## src/rtl/dirq_pkg.sv

```systemverilog
package dirq_pkg;
  typedef enum logic [1:0] {
    IC_NORMAL   = 2'b00,
    IC_ABNORMAL = 2'b01,
    IC_INVALID  = 2'b10,
    IC_READY    = 2'b11
  } ic_e;

  typedef struct packed {
    ic_e        ic;
    logic       seek_end;
    logic       equip_chk;
    logic       not_ready;
    logic       head;
    logic [1:0] unit;
  } st0_t;

  localparam logic [7:0] ST0_INVALID = 8'h80;
endpackage

```

## src/rtl/dirq_ready_watch.sv

```systemverilog
module dirq_ready_watch #(
  parameter int N = 4
) (
  input  logic         clk_i,
  input  logic         rst_ni,
  input  logic [N-1:0] ready_i,
  output logic [N-1:0] chg_o
);
  logic [N-1:0] ready_q;
  logic         primed_q;

  always_ff @(posedge clk_i or negedge rst_ni) begin
    if (!rst_ni) begin
      ready_q  <= '0;
      primed_q <= 1'b0;
    end else begin
      ready_q  <= ready_i;
      primed_q <= 1'b1;
    end
  end

  // first sample after reset is only a baseline
  assign chg_o = {N{primed_q}} & (ready_i ^ ready_q);
endmodule

```

## src/rtl/dirq_data_src.sv

```systemverilog
module dirq_data_src (
  input  logic clk_i,
  input  logic rst_ni,
  input  logic result_enter_i,
  input  logic exec_begin_i,
  input  logic non_dma_i,
  input  logic byte_req_i,
  input  logic access_i,
  output logic irq_o,
  output logic ndma_o
);
  logic irq_q, ndma_q;
  logic byte_ok;

  assign byte_ok = byte_req_i & ndma_q;

  always_ff @(posedge clk_i or negedge rst_ni) begin
    if (!rst_ni) begin
      irq_q  <= 1'b0;
      ndma_q <= 1'b0;
    end else begin
      if (result_enter_i)                 ndma_q <= 1'b0;
      else if (exec_begin_i && non_dma_i) ndma_q <= 1'b1;

      if (result_enter_i || byte_ok) irq_q <= 1'b1;
      else if (access_i)             irq_q <= 1'b0;
    end
  end

  assign irq_o  = irq_q;
  assign ndma_o = ndma_q;
endmodule

```

## src/rtl/dirq_event_queue.sv

```systemverilog
module dirq_event_queue import dirq_pkg::*; #(
  parameter int N     = 4,
  parameter int CYL_W = 8
) (
  input  logic                 clk_i,
  input  logic                 rst_ni,
  input  logic                 seek_done_i,
  input  logic                 seek_fail_i,
  input  logic [$clog2(N)-1:0] seek_drv_i,
  input  logic [CYL_W-1:0]     seek_cyl_i,
  input  logic [N-1:0]         ready_chg_i,
  input  logic                 pop_i,
  output logic                 any_o,
  output logic [$clog2(N)-1:0] sel_drv_o,
  output st0_t                 sel_st0_o,
  output logic [CYL_W-1:0]     sel_pcn_o
);
  localparam int DRV_W = $clog2(N);

  logic [N-1:0]     pend_seek, pend_rdy, fail_v;
  logic [CYL_W-1:0] pcn_arr [N];
  logic             sel_is_seek;
  logic [DRV_W-1:0] sel_drv;

  // lowest drive wins; seek end before ready change
  always_comb begin
    any_o       = 1'b0;
    sel_drv     = '0;
    sel_is_seek = 1'b0;
    for (int d = N - 1; d >= 0; d--) begin
      if (pend_seek[d] || pend_rdy[d]) begin
        any_o       = 1'b1;
        sel_drv     = DRV_W'(d);
        sel_is_seek = pend_seek[d];
      end
    end
  end

  for (genvar d = 0; d < N; d++) begin : g_drv
    logic             seek_q, rdy_q, fail_q;
    logic [CYL_W-1:0] cyl_q;
    logic             hit, take;

    assign hit  = seek_done_i && (seek_drv_i == DRV_W'(d));
    assign take = pop_i && any_o && (sel_drv == DRV_W'(d));

    always_ff @(posedge clk_i or negedge rst_ni) begin
      if (!rst_ni) begin
        seek_q <= 1'b0;
        rdy_q  <= 1'b0;
        fail_q <= 1'b0;
        cyl_q  <= '0;
      end else begin
        if (hit) begin
          seek_q <= 1'b1;
          fail_q <= seek_fail_i;
          cyl_q  <= seek_cyl_i;
        end else if (take && sel_is_seek) begin
          seek_q <= 1'b0;
        end
        if (ready_chg_i[d])               rdy_q <= 1'b1;
        else if (take && !sel_is_seek)    rdy_q <= 1'b0;
      end
    end

    assign pend_seek[d] = seek_q;
    assign pend_rdy[d]  = rdy_q;
    assign fail_v[d]    = fail_q;
    assign pcn_arr[d]   = cyl_q;
  end

  always_comb begin
    sel_st0_o           = '0;
    sel_st0_o.unit      = 2'(sel_drv);
    if (sel_is_seek) begin
      sel_st0_o.ic        = fail_v[sel_drv] ? IC_ABNORMAL : IC_NORMAL;
      sel_st0_o.seek_end  = 1'b1;
      sel_st0_o.equip_chk = fail_v[sel_drv];
    end else begin
      sel_st0_o.ic        = IC_READY;
    end
  end

  assign sel_drv_o = sel_drv;
  assign sel_pcn_o = pcn_arr[sel_drv];
endmodule

```

## src/rtl/disk_irq_tracker.sv

```systemverilog
module disk_irq_tracker import dirq_pkg::*; #(
  parameter int N     = 4,
  parameter int CYL_W = 8,
  parameter int DRV_W = $clog2(N)
) (
  input  logic             clk_i,
  input  logic             rst_ni,
  input  logic             result_enter_i,
  input  logic             exec_begin_i,
  input  logic             non_dma_i,
  input  logic             byte_req_i,
  input  logic             data_rd_i,
  input  logic             data_wr_i,
  input  logic             seek_start_i,
  input  logic             seek_done_i,
  input  logic             seek_fail_i,
  input  logic [DRV_W-1:0] seek_drv_i,
  input  logic [CYL_W-1:0] seek_cyl_i,
  input  logic [N-1:0]     ready_i,
  input  logic             sense_i,
  output logic             irq_o,
  output logic             msr_ndma_o,
  output logic [N-1:0]     msr_busy_o,
  output logic [7:0]       sense_st0_o,
  output logic [CYL_W-1:0] sense_pcn_o,
  output logic [1:0]       sense_nbytes_o
);
  logic [N-1:0]     ready_chg;
  logic             data_irq, q_any;
  logic [DRV_W-1:0] sel_drv;
  st0_t             sel_st0;
  logic [CYL_W-1:0] sel_pcn;
  logic [N-1:0]     busy_q;
  logic [7:0]       st0_q;
  logic [CYL_W-1:0] pcn_q;
  logic [1:0]       nb_q;

  dirq_ready_watch #(.N(N)) u_ready (
    .clk_i(clk_i), .rst_ni(rst_ni), .ready_i(ready_i), .chg_o(ready_chg)
  );

  dirq_data_src u_data (
    .clk_i(clk_i), .rst_ni(rst_ni),
    .result_enter_i(result_enter_i), .exec_begin_i(exec_begin_i),
    .non_dma_i(non_dma_i), .byte_req_i(byte_req_i),
    .access_i(data_rd_i | data_wr_i),
    .irq_o(data_irq), .ndma_o(msr_ndma_o)
  );

  dirq_event_queue #(.N(N), .CYL_W(CYL_W)) u_queue (
    .clk_i(clk_i), .rst_ni(rst_ni),
    .seek_done_i(seek_done_i), .seek_fail_i(seek_fail_i),
    .seek_drv_i(seek_drv_i), .seek_cyl_i(seek_cyl_i),
    .ready_chg_i(ready_chg), .pop_i(sense_i),
    .any_o(q_any), .sel_drv_o(sel_drv), .sel_st0_o(sel_st0), .sel_pcn_o(sel_pcn)
  );

  always_ff @(posedge clk_i or negedge rst_ni) begin
    if (!rst_ni) begin
      busy_q <= '0;
    end else begin
      for (int d = 0; d < N; d++) begin
        if (seek_start_i && seek_drv_i == DRV_W'(d))        busy_q[d] <= 1'b1;
        else if (sense_i && q_any && sel_drv == DRV_W'(d))  busy_q[d] <= 1'b0;
      end
    end
  end

  always_ff @(posedge clk_i or negedge rst_ni) begin
    if (!rst_ni) begin
      st0_q <= '0;
      pcn_q <= '0;
      nb_q  <= '0;
    end else if (sense_i) begin
      if (q_any) begin
        st0_q <= sel_st0;
        pcn_q <= sel_pcn;
        nb_q  <= 2'd2;
      end else begin
        st0_q <= ST0_INVALID;
        pcn_q <= '0;
        nb_q  <= 2'd1;
      end
    end
  end

  assign irq_o          = data_irq | q_any;
  assign msr_busy_o     = busy_q;
  assign sense_st0_o    = st0_q;
  assign sense_pcn_o    = pcn_q;
  assign sense_nbytes_o = nb_q;
endmodule

```

## config.mk

```make
export PLATFORM = sky130hd
export DESIGN_NAME = disk_irq_tracker
export DESIGN_NICKNAME = d
export VERILOG_FILES = /design/src/rtl/dirq_pkg.sv /design/src/rtl/dirq_ready_watch.sv /design/src/rtl/dirq_data_src.sv /design/src/rtl/dirq_event_queue.sv /design/src/rtl/disk_irq_tracker.sv
export SDC_FILE = /design/constraint.sdc
export NUM_CORES = 1
export LEC_CHECK = 0
export ABC_AREA = 1
export CAP_MARGIN = 10
export CELL_PAD_IN_SITES_DETAIL_PLACEMENT = 0
export CELL_PAD_IN_SITES_GLOBAL_PLACEMENT = 1
export CORE_MARGIN = 3
export CORE_UTILIZATION = 43
export DETAILED_ROUTE_END_ITERATION = 16
export PLACE_DENSITY_LB_ADDON = 0.2
export SETUP_SLACK_MARGIN = 0.05
export SLEW_MARGIN = 20
export SYNTH_ARGS = -nofsm -noshare
export SYNTH_HDL_FRONTEND = slang
export SYNTH_SLANG_ARGS = --single-unit
```

## constraint.sdc

```tcl
create_clock -name clk_i -period 3.4 [get_ports clk_i]
set_input_delay 0.51 -clock clk_i [delete_from_list [all_inputs] [get_ports clk_i]]
set_output_delay 0.51 -clock clk_i [all_outputs]
set_load 0.1 [all_outputs]
```

==> results.yml, run 1 <==
routing:
  finalWirelength_um: 6930
  drc: 0
  drtAntennaViolNets: 0
  first_iter_violations: 155
  vias: 2407
  drtPass1Iterations: 4
  vias_per_cell: 4.80
  drt-wirelength-per-cell_um: 13.8
yosys:
  synth_ff_type: "dfrtp_1"
  synth_edf_count: 0
  ys_top_cells_by_count: "nand2_1 (129), dfrtp_1 (71), o21ai_0 (39), inv_1 (17), nand3_1 (17)"
  synth_top_area_share_pct: 57.1
  avgSynthCellArea_sq_um: 8.74
  synthTopCellsByArea: "dfrtp_1 (57%), nand2_1 (16%), o21ai_0 (6.3%)"
  yosysMostFrequentCell: "nand2_1"
  synth_top_area_cell: "dfrtp_1"
  synthArstFlopShare_pct: 100
  synth_cell_type_count: 26
  synthCells: 356
  ys_ff_latch: 71
  synth_area_sq_mm: 0.00311
  yosys_warnings: 0
  ys_seq_area_share_pct: 57.1
global_route:
  grt_usage_pct: 18.0
  grt-busiest-layer: "met1"
  gr-usage-met2_pct: 25.1
  grt_max_degree: 72
  gr-usage-met3_pct: 3.23
  grt.overflow.total: 0
  grt_pass1_wl_um: 11900
  grt_pass1_vias: 2389
  antenna_found_initial: 0
  global_route.usage.met1_pct: 27.3
placed_design:
  gp_congestion: 0.770
  placed_cell_area_sq_mm: 0.00363
  port-buffer-count: 47
  pre_cts_slack_ps: 1370
  place_inst: 487
  dp_hpwl_um: 4820
die:
  fp.dieW_um: 91.1
  die_y_um: 91.1
  io_pins: 50
  rows: 30
  initial_core_util_pct: 45.0
  dieArea_sq_mm: 0.00829
  core_area_sq_mm: 0.00691
timing:
  fin_skew_ps: 7.05
  final.setup.worst_slack_ps: 1020
  setup_violations: 0
  timing.slew.headroom_pct: 34.9
  fmax_mhz: 420
  holdWs_ps: 383
  tightest_slew_ps: 973
  drv_slew: 0
  rsz0062_at_grt: "no"
  finalHoldViolations: 0
  tns_ps: 0
  period_share_pct: 70.0
  period_needed_ps: 2380
critical_path:
  cp.depth: 1
  path_cells: "clkdlybuf4s50_1"
  critPathBufInv: 1
  endpoint_kind: "output port"
  ff2ff_setup_slack_ps: 1390
  critPathKind: "reg2out"
  rr_worst_depth: 10
  cpMaxStageDelayCell: "clkdlybuf4s50_1"
  critPathRequiredTime_ps: 2890
  critPathTopFamily: "buffers and inverters"
  cp-start-kind: "flip-flop"
  slowest_delay_ps: 1150
  crit_fanout: 3
  crit_arrival_ps: 1870
final_layout:
  layout-drive-gt1-share_pct: 10.1
  instances_no_fill: 501
  fin_nets: 428
  final_util_pct: 54.9
  areaGrowthSynthToFinish_pct: 21.8
  nFillCells: 686
  finalInstanceArea_sq_mm: 0.00379
  antenna_cells: 0
cts:
  cts_buffer_depth: 2
  cts_resized: 0
  clk_latency_ps: 340
  cts-root-buf: "clkbuf_8"
  hold_buffers: 0
  cts_tree: "built"
  numCtsBuffers: 9
  htree_num_levels: 3
  clkSinkCount: 71
  clk_pin_slew_ps: 70
  postCtsSetupRepairBufs: 0
power_and_ir_drop:
  cellLeakagePower_nw: 1.81
  power_density_mw_per_mm2: 679
  vdd_drop_max_mv: 0.202
  p_total_mw: 2.57
outcome:
  status: "complete, no violations"
run:
  maxCapViolCount: 0
min_path:
  hold_class: "in2async"
## power by group
group / leakage (nW) / internal (mW) / switching (mW) / total (mW)
combinational: 0.870 / 0.224 / 0.678 / 0.902
sequential: 0.855 / 0.990 / 0.0890 / 1.08
clock: 0.0854 / 0.297 / 0.296 / 0.592
## per-layer routing
metal / up-vias / routed length [um]
li1: 1231 / -
met1: 1117 / 3730
met2: 51 / 2860
met3: 8 / 237
met4: 0 / 97
met5: - / 0
## cell type report
type	count	area [sq um]	share of cell area [%]
inverters	24	90.1	2.38
clock inverters	1	5.00	0.132
multi-input cells	248	1170	30.8
flip-flops and latches	71	1780	46.9
repair buffers	48	470	12.4
clock buffers	13	159	4.19
well taps	96	120	3.17
## cells in the final DEF, fill, tap and decap left out, drive strengths merged
cell,synthesis,routed
o31ai,1,1
a21oi,2,2
nand2,135,135
inv,24,24
clkbuf,8,13
a32o,1,1
buf,6,3
or2,4,4
nor3,1,1
nand3,21,21
o21ai,49,49
dfrtp,71,71
nand4,9,9
clkinv,0,1
nor2,14,14
clkdlybuf4s50,0,45
nand3b,8,8
conb,2,3
## flip-flops by register name, summed over array words and instances, names as in the netlist
| register | flops |
|---|---|
| u_queue.g_drv.cyl_q | 32 |
| sense_pcn_o | 8 |
| sense_st0_o | 6 |
| msr_busy_o | 4 |
| u_queue.g_drv.fail_q | 4 |
| u_queue.g_drv.rdy_q | 4 |
| u_queue.g_drv.seek_q | 4 |
| u_ready.ready_q | 4 |
| sense_nbytes_o | 2 |
| u_data.irq_o | 1 |
| u_data.ndma_o | 1 |
| u_ready.primed_q | 1 |
## worst paths after layout
check,endpoint,start
setup / recovery,msr_ndma_o,u_data.ndma_o$_DFFE_PN0P_
min in group clk_i,msr_busy_o[1]$_DFFE_PN0P_,msr_busy_o[1]$_DFFE_PN0P_
hold / removal,u_data.irq_o$_DFFE_PN0P_,rst_ni
setup reg to reg,sense_pcn_o[2]$_DFFE_PN0P_,u_queue.g_drv[0].rdy_q$_DFFE_PN0P_
hold reg to reg,msr_busy_o[1]$_DFFE_PN0P_,msr_busy_o[1]$_DFFE_PN0P_
max in group asynchronous,msr_busy_o[2]$_DFFE_PN0P_,rst_ni
## worst reg2reg max path: stages, from the launching register on
cell      delay, ps
dfrtp_1         420
nor2_4          330
nand2_4         130
inv_2           220
nand2_2         230
nand2_2         180
inv_2           100
nand2_1          70
nand3b_1        110
nand2_1          80
nand2_1          50
## cell families after synthesis
family / count (synthesis) / share of synthesized area, %
DFF: 71 / 57.1
other: 2 / 0.241
buffers and inverters: 38 / 5.43
AOI/OAI and AO/OA: 53 / 8.89
and+or+nand+nor: 192 / 28.3
(Power assumes the default switching activity.)
==> run 2: changes to the inputs <==
--- a/config.mk
+++ b/config.mk
@@ -10,7 +10,7 @@
 export CELL_PAD_IN_SITES_DETAIL_PLACEMENT = 0
 export CELL_PAD_IN_SITES_GLOBAL_PLACEMENT = 1
 export CORE_MARGIN = 3
-export CORE_UTILIZATION = 43
+export CORE_UTILIZATION = 40
 export DETAILED_ROUTE_END_ITERATION = 16
 export PLACE_DENSITY_LB_ADDON = 0.2
 export SETUP_SLACK_MARGIN = 0.05
==> constraint.sdc (replaced) <==
create_clock -name clk_i -period 2.2 [get_ports clk_i]
set_input_delay 0.33 -clock clk_i [delete_from_list [all_inputs] [get_ports clk_i]]
set_output_delay 0.33 -clock clk_i [all_outputs]
set_load 0.1 [all_outputs]
==> run 2 against run 1 <==
Combinational power increased by 52%. Clock skew down 0.80 ps. Cell area increased by 0.92%. Clock power grew 86%. Setup slack got worse by 590 ps. Critical path depth is 4 higher. First-iteration DRC count grew 17%. Utilization down 3.2 points. Sequential share of layout area decreased by 0.43 points. Register-to-register slack worse by 750 ps. Hold slack got worse by 380 ps. Sequential power rose by 55%. Largest cell class unchanged.
==> results.yml, run 2 (synthesis results as in run 1) <==
cts:
  htree_num_levels: 3
  clk_pin_slew_ps: 70
  numCtsBuffers: 9
  postCtsSetupRepairBufs: 0
  cts_buffer_depth: 2
  clkSinkCount: 71
  clk_latency_ps: 340
  cts_tree: "built"
  hold_buffers: 0
  cts_resized: 0
  cts-root-buf: "clkbuf_8"
global_route:
  antenna_found_initial: 0
  gr-usage-met2_pct: 23.3
  grt-busiest-layer: "met1"
  gr-usage-met3_pct: 4.33
  grt.overflow.total: 0
  grt_pass1_wl_um: 11700
  grt_pass1_vias: 2298
  grt_usage_pct: 17.4
  global_route.usage.met1_pct: 26.9
  grt_max_degree: 72
die:
  core_area_sq_mm: 0.00741
  dieArea_sq_mm: 0.00887
  io_pins: 50
  fp.dieW_um: 94.2
  initial_core_util_pct: 42.0
  rows: 31
  die_y_um: 94.2
placed_design:
  port-buffer-count: 47
  dp_hpwl_um: 5020
  pre_cts_slack_ps: 511
  place_inst: 494
  placed_cell_area_sq_mm: 0.00362
  gp_congestion: 0.779
final_layout:
  instances_no_fill: 510
  antenna_cells: 0
  largest_reg_flops: 32
  mostFrequentLayoutCell: "nand2_1"
  multi_input_area_sq_mm: 0.00117
  nFillCells: 730
  final-seq-area_sq_mm: 0.00178
  areaGrowthSynthToFinish_pct: 23.0
  layout-drive-gt1-share_pct: 16.3
  fin_nets: 432
  final_cell_mix: "nand2_1 (129), dfrtp_1 (71), o21ai_0 (39)"
  top_register: "u_queue.g_drv.cyl_q"
  finalInstanceArea_sq_mm: 0.00382
timing:
  final.setup.worst_slack_ps: 433
  drv_slew: 0
  period_needed_ps: 1770
  fin_skew_ps: 6.26
  setup_violations: 0
  timing.slew.headroom_pct: 61.6
  tightest_slew_ps: 576
  finalHoldViolations: 0
  tns_ps: 0
  fmax_mhz: 566
  period_share_pct: 80.3
  rsz0062_at_grt: "no"
critical_path:
  crit_arrival_ps: 1440
  critPathTopFamily: "simple AND/OR/NAND/NOR gates"
  cp-start-kind: "flip-flop"
  critPathRequiredTime_ps: 1870
  path_cells: "nor2_4 > nand3_2 > nor2_1 > nand2_1 > buf_4"
  critPathKind: "reg2out"
  crit_fanout: 3
  slowest_delay_ps: 420
  endpoint_kind: "output port"
  cpMaxStageDelayCell: "dfrtp_1"
  critPathBufInv: 1
power_and_ir_drop:
  cellLeakagePower_nw: 1.88
  power_density_mw_per_mm2: 1080
  vdd_drop_max_mv: 0.359
routing:
  vias_per_cell: 4.75
  vias: 2424
  finalWirelength_um: 6920
  drc: 0
  first_iter_violations: 182
  drt-wirelength-per-cell_um: 13.6
  drtPass1Iterations: 4
  drtAntennaViolNets: 0
outcome:
  status: "complete, no violations"
min_path:
  hold_class: "in2async"
run:
  maxCapViolCount: 0
run 2: area by class of cell:
class                   count  area share (%)
repair buffers             52            12.0
clock inverters             4            1.83
clock buffers              12            3.53
inverters                  24            2.36
well taps                  99            3.24
multi-input cells         248            30.6
flip-flops and latches     71            46.5
run 2: report_power, final:
part           switching [mW]  internal, mW  leakage [nW]  total (mW)
Sequential              0.144          1.53         0.855        1.67
Clock                   0.468         0.637         0.104        1.10
Combinational            1.04         0.327         0.919        1.37
Total                    1.66          2.49          1.88        4.15
run 2: path summary, 6_finish.rpt:
check / slack [ps] / startpoint / to / depth (start not counted)
worst max-delay path: 430 / u_queue.g_drv[2].rdy_q$_DFFE_PN0P_ / irq_o / 5
worst min-delay path: 5 / rst_ni / u_data.ndma_o$_DFFE_PN0P_ / 2
worst max register to register: 640 / u_queue.g_drv[2].rdy_q$_DFFE_PN0P_ / sense_pcn_o[7]$_DFFE_PN0P_ / 10
worst min register to register: 480 / sense_pcn_o[1]$_DFFE_PN0P_ / sense_pcn_o[1]$_DFFE_PN0P_ / 2
max in group asynchronous: 1900 / rst_ni / u_queue.g_drv[2].cyl_q[0]$_DFFE_PN0P_ / 2
min in group clk_i: 470 / ready_i[2] / u_ready.ready_q[2]$_DFF_PN0_ / 1
run 2: stage by stage:
stage          util [%]  hold WS (ps)  total power [mW]
3_5_place_dp       48.9           388              3.08
3_3_place_gp       48.9           389              3.06
5_1_grt            51.6          12.6              4.38
2_1_floorplan         -          34.4              2.72
4_1_cts            51.6          21.2              4.19
6_report           51.6          4.94              4.15
run 2: routing by layer:
metal | part of all wire, % | routed length (um) | vias up
met2 | 40 | 2740 | 65
met3 | 4.9 | 342 | 10
met1 | 54 | 3720 | 1106
met5 | 0 | 0 | -
li1 | - | - | 1243
met4 | 1.7 | 118 | 0
